--- src/rtl/mixcol_pkg.sv ---
package mixcol_pkg;
  localparam int BYTE_W = 8;
  localparam int ROWS   = 4;
  localparam int COL_W  = BYTE_W * ROWS;

  // Doubling in GF(2^8) with the 0x11B reduction.
  function automatic logic [BYTE_W-1:0] gf_dbl(input logic [BYTE_W-1:0] b);
    return {b[BYTE_W-2:0], 1'b0} ^ (b[BYTE_W-1] ? 8'h1b : 8'h00);
  endfunction

  // Multiply by one of the small weights 1, 2 or 3.
  function automatic logic [BYTE_W-1:0] gf_weight(input logic [BYTE_W-1:0] b, input int w);
    logic [BYTE_W-1:0] r;
    case (w)
      2:       r = gf_dbl(b);
      3:       r = gf_dbl(b) ^ b;
      default: r = b;
    endcase
    return r;
  endfunction

  // Weight of input byte c in output row r: base row {2,3,1,1} rotated right by r.
  function automatic int row_weight(input int r, input int c);
    int k;
    k = (c - r + ROWS) % ROWS;
    case (k)
      0:       return 2;
      1:       return 3;
      default: return 1;
    endcase
  endfunction

  // Output byte r of a column, E0 packed in the top byte.
  function automatic logic [BYTE_W-1:0] mix_row(input logic [COL_W-1:0] col, input int r);
    logic [BYTE_W-1:0] acc;
    acc = '0;
    for (int c = 0; c < ROWS; c++) begin
      acc ^= gf_weight(col[COL_W-1-BYTE_W*c -: BYTE_W], row_weight(r, c));
    end
    return acc;
  endfunction

  // Set of input bits feeding output bit (r, b): found by probing each unit vector.
  function automatic logic [COL_W-1:0] tap_mask(input int r, input int b);
    logic [COL_W-1:0] m;
    logic [BYTE_W-1:0] y;
    m = '0;
    for (int i = 0; i < COL_W; i++) begin
      y = mix_row(COL_W'(1) << i, r);
      m[i] = y[b];
    end
    return m;
  endfunction
endpackage

--- src/rtl/mixcol_byte_lane.sv ---
module mixcol_byte_lane
  import mixcol_pkg::*;
#(
  parameter int ROW = 0
) (
  input  logic [COL_W-1:0]  col,
  output logic [BYTE_W-1:0] lane
);
  // One flat parity tree per output bit; no chained multiplier stages.
  for (genvar b = 0; b < BYTE_W; b++) begin : g_bit
    localparam logic [COL_W-1:0] TAPS = tap_mask(ROW, b);
    assign lane[b] = ^(col & TAPS);
  end
endmodule

--- src/rtl/mixcol_out_reg.sv ---
module mixcol_out_reg
  import mixcol_pkg::*;
(
  input  logic             clk,
  input  logic             rst,
  input  logic             load,
  input  logic [COL_W-1:0] d,
  output logic             vq,
  output logic [COL_W-1:0] q
);
  always_ff @(posedge clk) begin
    if (rst) begin
      vq <= 1'b0;
      q  <= '0;
    end else begin
      vq <= load;
      if (load) q <= d;
    end
  end

  assert_reset_clear_R1: assert property (@(posedge clk) disable iff (rst)
    $past(rst) |-> (!vq && q == '0));

  assert_valid_latency_R2: assert property (@(posedge clk) disable iff (rst)
    vq == $past(load));

  assert_hold_idle_R8: assert property (@(posedge clk) disable iff (rst)
    (!$past(rst) && !$past(load)) |-> $stable(q));
endmodule

--- src/rtl/mixcol_flat.sv ---
module mixcol_flat
  import mixcol_pkg::*;
(
  input  logic             clk,
  input  logic             rst,
  input  logic             in_valid,
  input  logic [COL_W-1:0] in_col,
  output logic             out_valid,
  output logic [COL_W-1:0] out_col
);
  logic [COL_W-1:0] mixed;

  for (genvar r = 0; r < ROWS; r++) begin : g_row
    mixcol_byte_lane #(.ROW(r)) u_lane (
      .col  (in_col),
      .lane (mixed[COL_W-1-BYTE_W*r -: BYTE_W])
    );
  end

  mixcol_out_reg u_reg (
    .clk  (clk),
    .rst  (rst),
    .load (in_valid),
    .d    (mixed),
    .vq   (out_valid),
    .q    (out_col)
  );

  // Byte-sum views used by the parity-conservation check.
  logic [BYTE_W-1:0] in_sum, out_sum;
  assign in_sum  = in_col[31:24] ^ in_col[23:16] ^ in_col[15:8] ^ in_col[7:0];
  assign out_sum = out_col[31:24] ^ out_col[23:16] ^ out_col[15:8] ^ out_col[7:0];

  assert_s0_bit0_R6: assert property (@(posedge clk) disable iff (rst)
    (out_valid && !$past(rst)) |-> out_col[24] ==
      ($past(in_col[31]) ^ $past(in_col[16]) ^ $past(in_col[23]) ^ $past(in_col[8]) ^ $past(in_col[0])));

  assert_s0_bit1_R7: assert property (@(posedge clk) disable iff (rst)
    (out_valid && !$past(rst)) |-> out_col[25] ==
      ($past(in_col[24]) ^ $past(in_col[31]) ^ $past(in_col[16]) ^ $past(in_col[17]) ^
       $past(in_col[23]) ^ $past(in_col[9]) ^ $past(in_col[1])));

  assert_byte_sum_R10: assert property (@(posedge clk) disable iff (rst)
    (out_valid && !$past(rst)) |-> out_sum == $past(in_sum));
endmodule

--- config.mk ---
export PLATFORM = sky130hd
export DESIGN_NAME = mixcol_flat
export DESIGN_NICKNAME = d
export VERILOG_FILES = /design/src/rtl/mixcol_pkg.sv /design/src/rtl/mixcol_byte_lane.sv /design/src/rtl/mixcol_out_reg.sv /design/src/rtl/mixcol_flat.sv
export SDC_FILE = /design/constraint.sdc
export NUM_CORES = 1
export LEC_CHECK = 0
export BUFFER_PORTS_ARGS = -buffer_cell sky130_fd_sc_hd__buf_2
export CAP_MARGIN = 10
export CORE_ASPECT_RATIO = 1.2
export CORE_MARGIN = 2
export CORE_UTILIZATION = 49
export CTS_BUF_LIST = sky130_fd_sc_hd__clkbuf_4
export DETAILED_ROUTE_END_ITERATION = 12
export GPL_ROUTABILITY_DRIVEN = 0
export GPL_TIMING_DRIVEN = 0
export MAX_ROUTING_LAYER = met4
export PLACE_DENSITY = 0.79
export REMOVE_ABC_BUFFERS = 1
export SLEW_MARGIN = 20
export SYNTH_ARGS = -nofsm -noshare
export SYNTH_HDL_FRONTEND = slang
export SYNTH_SLANG_ARGS = --single-unit
--- constraint.sdc ---
create_clock -name clk -period 1 [get_ports clk]
set_input_delay 0 -clock clk [delete_from_list [all_inputs] [get_ports clk]]
set_output_delay 0 -clock clk [all_outputs]
set_load 0.03 [all_outputs]
# Word level (Yosys, flattened, before mapping)

Cells that the tools add are included.
Widths: inputs -> output; s select.

Output and inout port bits: 33
Flip-flop bits (word level): 33
Bits of input ports: 35

Reduce and logical (&&, ||, !) cells: 32

Operators with widths:

| operator          | number |
|---|---|
| $reduce_xor 32->1 | 32 |

# Logic depth before layout (Yosys ltp)

Gate-level depths: netlist (run 1).

Depth after elaboration: 1
Depth in mapped cells: 5
Mapped depth without buffers: 3

# Hierarchy

Synthesis (run 1) repeated with hierarchy kept, for this count alone.

Cell total of the unflattened synthesis: 206
Area, all modules: 2585.0 µm²

Modules (own cells, without submodules):

| module                                  | cells each | times used | area an instance (µm²) | seq. area each (µm²) |
|---|---|---|---|---|
| mixcol_out_reg                          | 106        | 1          | 1202.4                 | 660.6 |
| mixcol_byte_lane at g_row[0].u_lane ... | 25         | 2          | 344.1                  | 0.0 |
| mixcol_byte_lane at g_row[2].u_lane     | 25         | 1          | 347.8                  | 0.0 |
| mixcol_byte_lane at g_row[1].u_lane     | 25         | 1          | 346.6                  | 0.0 |

# Least setup slack after synthesis (run 1)

OpenSTA, ideal clock, no wires.

Path kind: input to register
From: in rst
To: reg u_reg.q[10]
Path slack: -0.057 ns
Cell stages on the path: 5
Path buffers: 3
Arrival time: 0.923 ns
Path through: buf_2 > nand2b_1 > clkbuf_1 > clkbuf_1 > o22ai_1

RTL lines:

| element              | RTL line             | RTL |
|---|---|---|
| start, declared      | mixcol_flat.sv:5     | `input logic rst,` |
| end signal, assigned | mixcol_out_reg.sv:14 | `q <= '0;` |
| end signal, assigned | mixcol_out_reg.sv:17 | `if (load) q <= d;` |
| end, declared        | mixcol_out_reg.sv:9  | `output logic [COL_W-1:0] q` |

# Worst setup path after layout (run 1)

From: in in_col[7]
To: reg u_reg.q[3]

Longest elaborated chain between the ends: 1

RTL lines:

| element           | RTL line               | RTL |
|---|---|---|
| start, declared   | mixcol_flat.sv:7       | `input logic [COL_W-1:0] in_col,` |
| $reduce_xor 32->1 | mixcol_byte_lane.sv:12 | `assign lane[b] = ^(col & TAPS);` |

No other way between the ends.
A chain may end at the register's enable or synchronous reset.

==> flow_metrics.tcl, run 1 <==
set metrics [dict create \
    status "finished, final reports clean" \
    synth-seq-cells 33 \
    cts_buffers 5 \
    r2r_slack_ps 290 \
    power_mw 4.48 \
    dp.cells 294 \
    ant_nets 0 \
    post_cts_buffers 0 \
    dieHeight_microns 80.0 \
    fp.dieW_microns 67.3 \
    skew_ps 0 \
    p_sw_share_pct 33.0 \
    totalWireLength_microns 4910 \
    n_fill_cell 402 \
    grt_pass1_wl_microns 7790 \
    power_leakage_nw 1.54 \
    final_cell_mix "buf_2, xnor3_1, dfxtp_1" \
    rsz0062_at_grt "no" \
    syn_area_per_cell_sq_um 13.2 \
    start_util_pct 51.3 \
    cts_buffer_depth 2 \
    via_per_inst 5.08 \
    cts_tree "yes" \
    clock_latency_ps 330 \
    drcViolationCount 0 \
    power.internal_mw 3.00 \
    drv_slew 0 \
    worstMarginPinSlew_ps 478 \
    end_kind "flip-flop" \
    fmaxAchievable_mhz 1060 \
    instances_no_fill 302 \
    seq_area_frac_synth_pct 28.0 \
    rows 27 \
    path_class "in -> reg" \
    cp-start-kind "input port" \
    required_ps 1240 \
    pwr-share-comb_pct 41.9 \
    ir_drop_mv 0.952 \
    drive_gt1_share_pct 32.4 \
    arrival_ps 1180 \
    antenna_found_initial 0 \
    ys_warn_count 0 \
    drv_cap 0 \
    seq_power_share_pct 35.2 \
    synth_top_area_share_pct 39.2 \
    ios 68 \
    grt_overflow_total 0 \
    first_iter_violations 68 \
    grt_max_degree 29 \
    place.port_buffers 67 \
    grt_pass1_vias 1557 \
    synthCells 179 \
    tns_ps 0 \
    clkTransAtPathRegs_ps 110 \
    power_frac_clock_pct 22.9 \
    syn_to_final_growth_pct 19.4 \
    ctsHoldBuffers 0 \
    hp-class "in -> reg" \
    hold_violations 0 \
    detail_route.first_pass.iterations 4 \
    synth_cell_types 19 \
    syn_area_sq_mm 0.00236 \
    slew_headroom_pct 67.9 \
    post_cts_resized 2 \
    finalCriticalPeriod_ps 941 \
    p_switching_mw 1.48 \
    grt_use_total_pct 20.4 \
    crit_fanout 4 \
    num_vias 1534 \
    finalNetCount 278 \
    powerDensity_mw_per_mm2 1590 \
    yosys.area.top_type "xnor3_1" \
    setup-violations-final 0 \
    place_ws_ps -864 \
    synth_area_leaders "xnor3_1, dfxtp_1, xor2_1, nand2b_1, o22ai_1" \
    timing.hold.ws_ps 102 \
    cts_sinks 33 \
    final_common_cell "buf_2" \
    hpwl_microns 3770 \
    setup_ws_ps 59.3 \
    cts_root_buf "clkbuf_4" \
    core_sq_mm 0.00459 \
    wl_per_cell_microns 16.2 \
    die_area_sq_mm 0.00538 \
    post-route-period-util_pct 94.1 \
    cts_max_level 2 \
    diodes 0 \
]
==> sequential cells by signal, summed over array words and instances, names as in the netlist <==
name and cells:
u_reg.q 32, u_reg.vq 1
==> synthesized netlist by cell type (all sizes together) <==
library cell  instances
nand2b               23
a22o                  1
buf                   1
nand2                 5
o21ai                 5
xor3                  3
xnor3                41
dfxtp                33
xor2                 21
o22ai                22
inv                   1
xnor2                 5
nor2                  1
nor3b                 4
clkbuf                9
a21o                  4
==> layer usage <==
metal,up-vias,global-route usage [%],wire [microns]
met5,-,-,0
li1,760,-,-
met2,41,32.6,2470
met1,726,25.5,2140
met4,0,9.18,89
met3,7,3.24,208
==> path summary, 6_finish.rpt <==
| path | cells after the start | endpoint | startpoint |
|---|---|---|---|
| setup / recovery | 4 | u_reg.q[3] | in_col[7] |
| hold / removal | 3 | u_reg.q[14] | in_col[6] |
| setup reg to reg | 2 | u_reg.q[19] | u_reg.q[19] |
| hold reg to reg | 2 | u_reg.q[20] | u_reg.q[20] |
==> power groups by stage <==
| stage | Clock [mW] | Combinational, mW | Sequential (mW) |
|---|---|---|---|
| 3_3_place_gp | 0 | 1.85 | 1.60 |
| 3_5_place_dp | 0 | 1.89 | 1.61 |
| 2_1_floorplan | 0 | 1.04 | 1.96 |
| 6_report | 1.03 | 1.88 | 1.58 |
| 4_1_cts | 1.05 | 1.89 | 1.58 |
| 5_1_grt | 1.11 | 2.00 | 1.60 |
==> worst max-delay path, stage by stage <==
cell     delay [ps]
buf_2           160
xnor2_1         430
xnor3_1         410
a21o_1          180
==> stage by stage <==
step	util [%]	instance area, sq um
floorplan	-	2320
CTS	61.2	2810
global route	61.3	2820
finish	61.3	2820
detailed placement	59.3	2730
global placement	59.3	2730
==> area by class of cell <==
cell class,count,area [sq um],share of cell area (%)
Multi-Input combinational cell,135,1660,59.0
Clock buffer,6,45.0,1.60
Inverter,1,3.75,0.133
Tap cell,58,72.6,2.58
Clock inverter,2,33.8,1.20
Timing Repair Buffer,67,338,12.0
Sequential cell,33,661,23.5
==> kinds of logic after synthesis <==
family / Yosys count / share of synthesized area [%]
buffers and inverters: 11 / 1.80
AO/OA/AOI/OAI: 32 / 8.55
XOR/XNOR: 70 / 53.3
AND/OR/NAND/NOR: 33 / 8.33
flip-flops: 33 / 28.0
Note: power is estimated with default switching activity, not from simulation.
==> run 2, diff against run 1 <==
--- a/config.mk
+++ b/config.mk
@@ -13,7 +13,6 @@
 export CTS_BUF_LIST = sky130_fd_sc_hd__clkbuf_4
 export DETAILED_ROUTE_END_ITERATION = 12
 export GPL_ROUTABILITY_DRIVEN = 0
-export GPL_TIMING_DRIVEN = 0
 export MAX_ROUTING_LAYER = met4
 export PLACE_DENSITY = 0.79
 export REMOVE_ABC_BUFFERS = 1
==> flow_metrics.tcl, run 2 (same netlist as run 1, synthesis figures left out) <==
set metrics [dict create \
    status "finished, final reports clean" \
    path_class "reg -> out" \
    grt_use_total_pct 22.3 \
    antenna_found_initial 0 \
    hold_violations 0 \
    drive_gt1_share_pct 44.3 \
    top_register "u_reg.q" \
    largestRegisters "u_reg.q: 32 flops, u_reg.vq: 1 flops" \
    core_sq_mm 0.00459 \
    cts_max_level 2 \
    syn_to_final_growth_pct 34.6 \
    post_cts_buffers 0 \
    powerDensity_mw_per_mm2 1400 \
    n_fill_cell 357 \
    drv_slew 0 \
    cpMaxStageDelayCell "dfxtp_1" \
    final_cell_mix "buf_2, buf_4, xnor3_1" \
    dp.cells 346 \
    first_iter_violations 54 \
    wl_per_cell_microns 15.3 \
    die_area_sq_mm 0.00538 \
    setup-violations-final 0 \
    drv_cap 0 \
    post_cts_resized 0 \
    hold_start "in_valid" \
    slew_headroom_pct 69.8 \
    ios 68 \
    fmaxAchievable_mhz 1080 \
    drcViolationCount 0 \
    end_kind "primary output" \
    grt_overflow_total 0 \
    timing.hold.ws_ps 94.2 \
    required_ps 1000 \
    cts_buffers 5 \
    worstSetupStartpoint "u_reg.q[14]" \
    totalWireLength_microns 5430 \
    clkTransAtPathRegs_ps 120 \
    grt_pass1_wl_microns 8500 \
    critical-path-top-delay-family "flip-flops" \
    dieHeight_microns 80.0 \
    critPathBufInv 1 \
    rsz0062_at_grt "no" \
    diodes 0 \
    cp_slowest_stage_delay_ps 370 \
    setup_ws_ps 72.7 \
    ant_nets 0 \
    arrival_ps 930 \
    finalCriticalPeriod_ps 927 \
    grt_max_degree 14 \
    power_leakage_nw 1.78 \
    largest_register_ffs 32 \
    timing.rr.start "u_reg.q[19]" \
    cp-start-kind "flip-flop" \
    cts_tree "yes" \
    hpwl_microns 4280 \
    detail_route.first_pass.iterations 4 \
    via_per_inst 4.92 \
    rows 27 \
    worstMarginPinSlew_ps 451 \
    instances_no_fill 354 \
    place.port_buffers 67 \
    num_vias 1742 \
    final_common_cell "buf_2" \
    crit_chain "buf_2" \
    clock_latency_ps 330 \
    start_util_pct 51.3 \
    hp-class "in -> reg" \
    skew_ps 0 \
    place_ws_ps -249 \
    cts_sinks 33 \
    finalNetCount 330 \
    final_util_pct 69.0 \
    grt_pass1_vias 1806 \
    ctsHoldBuffers 0 \
    ir_drop_mv 0.985 \
    cts_root_buf "clkbuf_4" \
    cts_buffer_depth 2 \
    post-route-period-util_pct 92.7 \
    fp.dieW_microns 67.3 \
    crit_fanout 2 \
]
## run 2: cell types whose count changed in the layout (fill, tap and decap cells not counted), sizes merged
cell / delta
clkinv: +1
buf: +53
clkbuf: -1
bufinv: -1
## run 2: path summary, 6_finish.rpt
kind | to | slack (ps) | depth (start not counted)
setup / recovery | out_col[14] | 70 | 1
hold reg to reg | u_reg.q[27] | 460 | 2
hold / removal | u_reg.vq | 90 | 3
setup reg to reg | u_reg.q[19] | 280 | 2
## run 2: layout make-up
type | count | area [sq um] | area share, %
Clock buffer | 6 | 45.0 | 1.42
Clock inverter | 2 | 10.0 | 0.316
Inverter | 1 | 3.75 | 0.118
Multi-Input combinational cell | 135 | 1650 | 52.2
Sequential cell | 33 | 661 | 20.8
Tap cell | 58 | 72.6 | 2.29
Timing Repair Buffer | 119 | 726 | 22.9
## run 2: layer usage
| metal | routed length [microns] | up-vias | part of all wire (%) | GRT usage [%] |
|---|---|---|---|---|
| li1 | - | 863 | - | - |
| met1 | 2360 | 811 | 43 | 28.1 |
| met2 | 2710 | 58 | 50 | 36.2 |
| met3 | 260 | 10 | 4.8 | 4.09 |
| met4 | 97 | 0 | 1.8 | 7.14 |
| met5 | 0 | - | 0 | - |
## run 2: metrics by stage
stage                     power (mW)  setup TNS, ps  area (sq um)
after floorplan                 3.00          -34.3          2320
after global placement          3.68          -1700          3120
after detailed placement        3.71          -2290          3120
after CTS                       4.49              0          3170
after global routing            4.69              0          3170
final                           4.46              0          3170
## run 2: power by group
part	switching, mW	internal (mW)
sequential	0.0849	1.49
clock	0.477	0.295
combinational	0.971	1.13
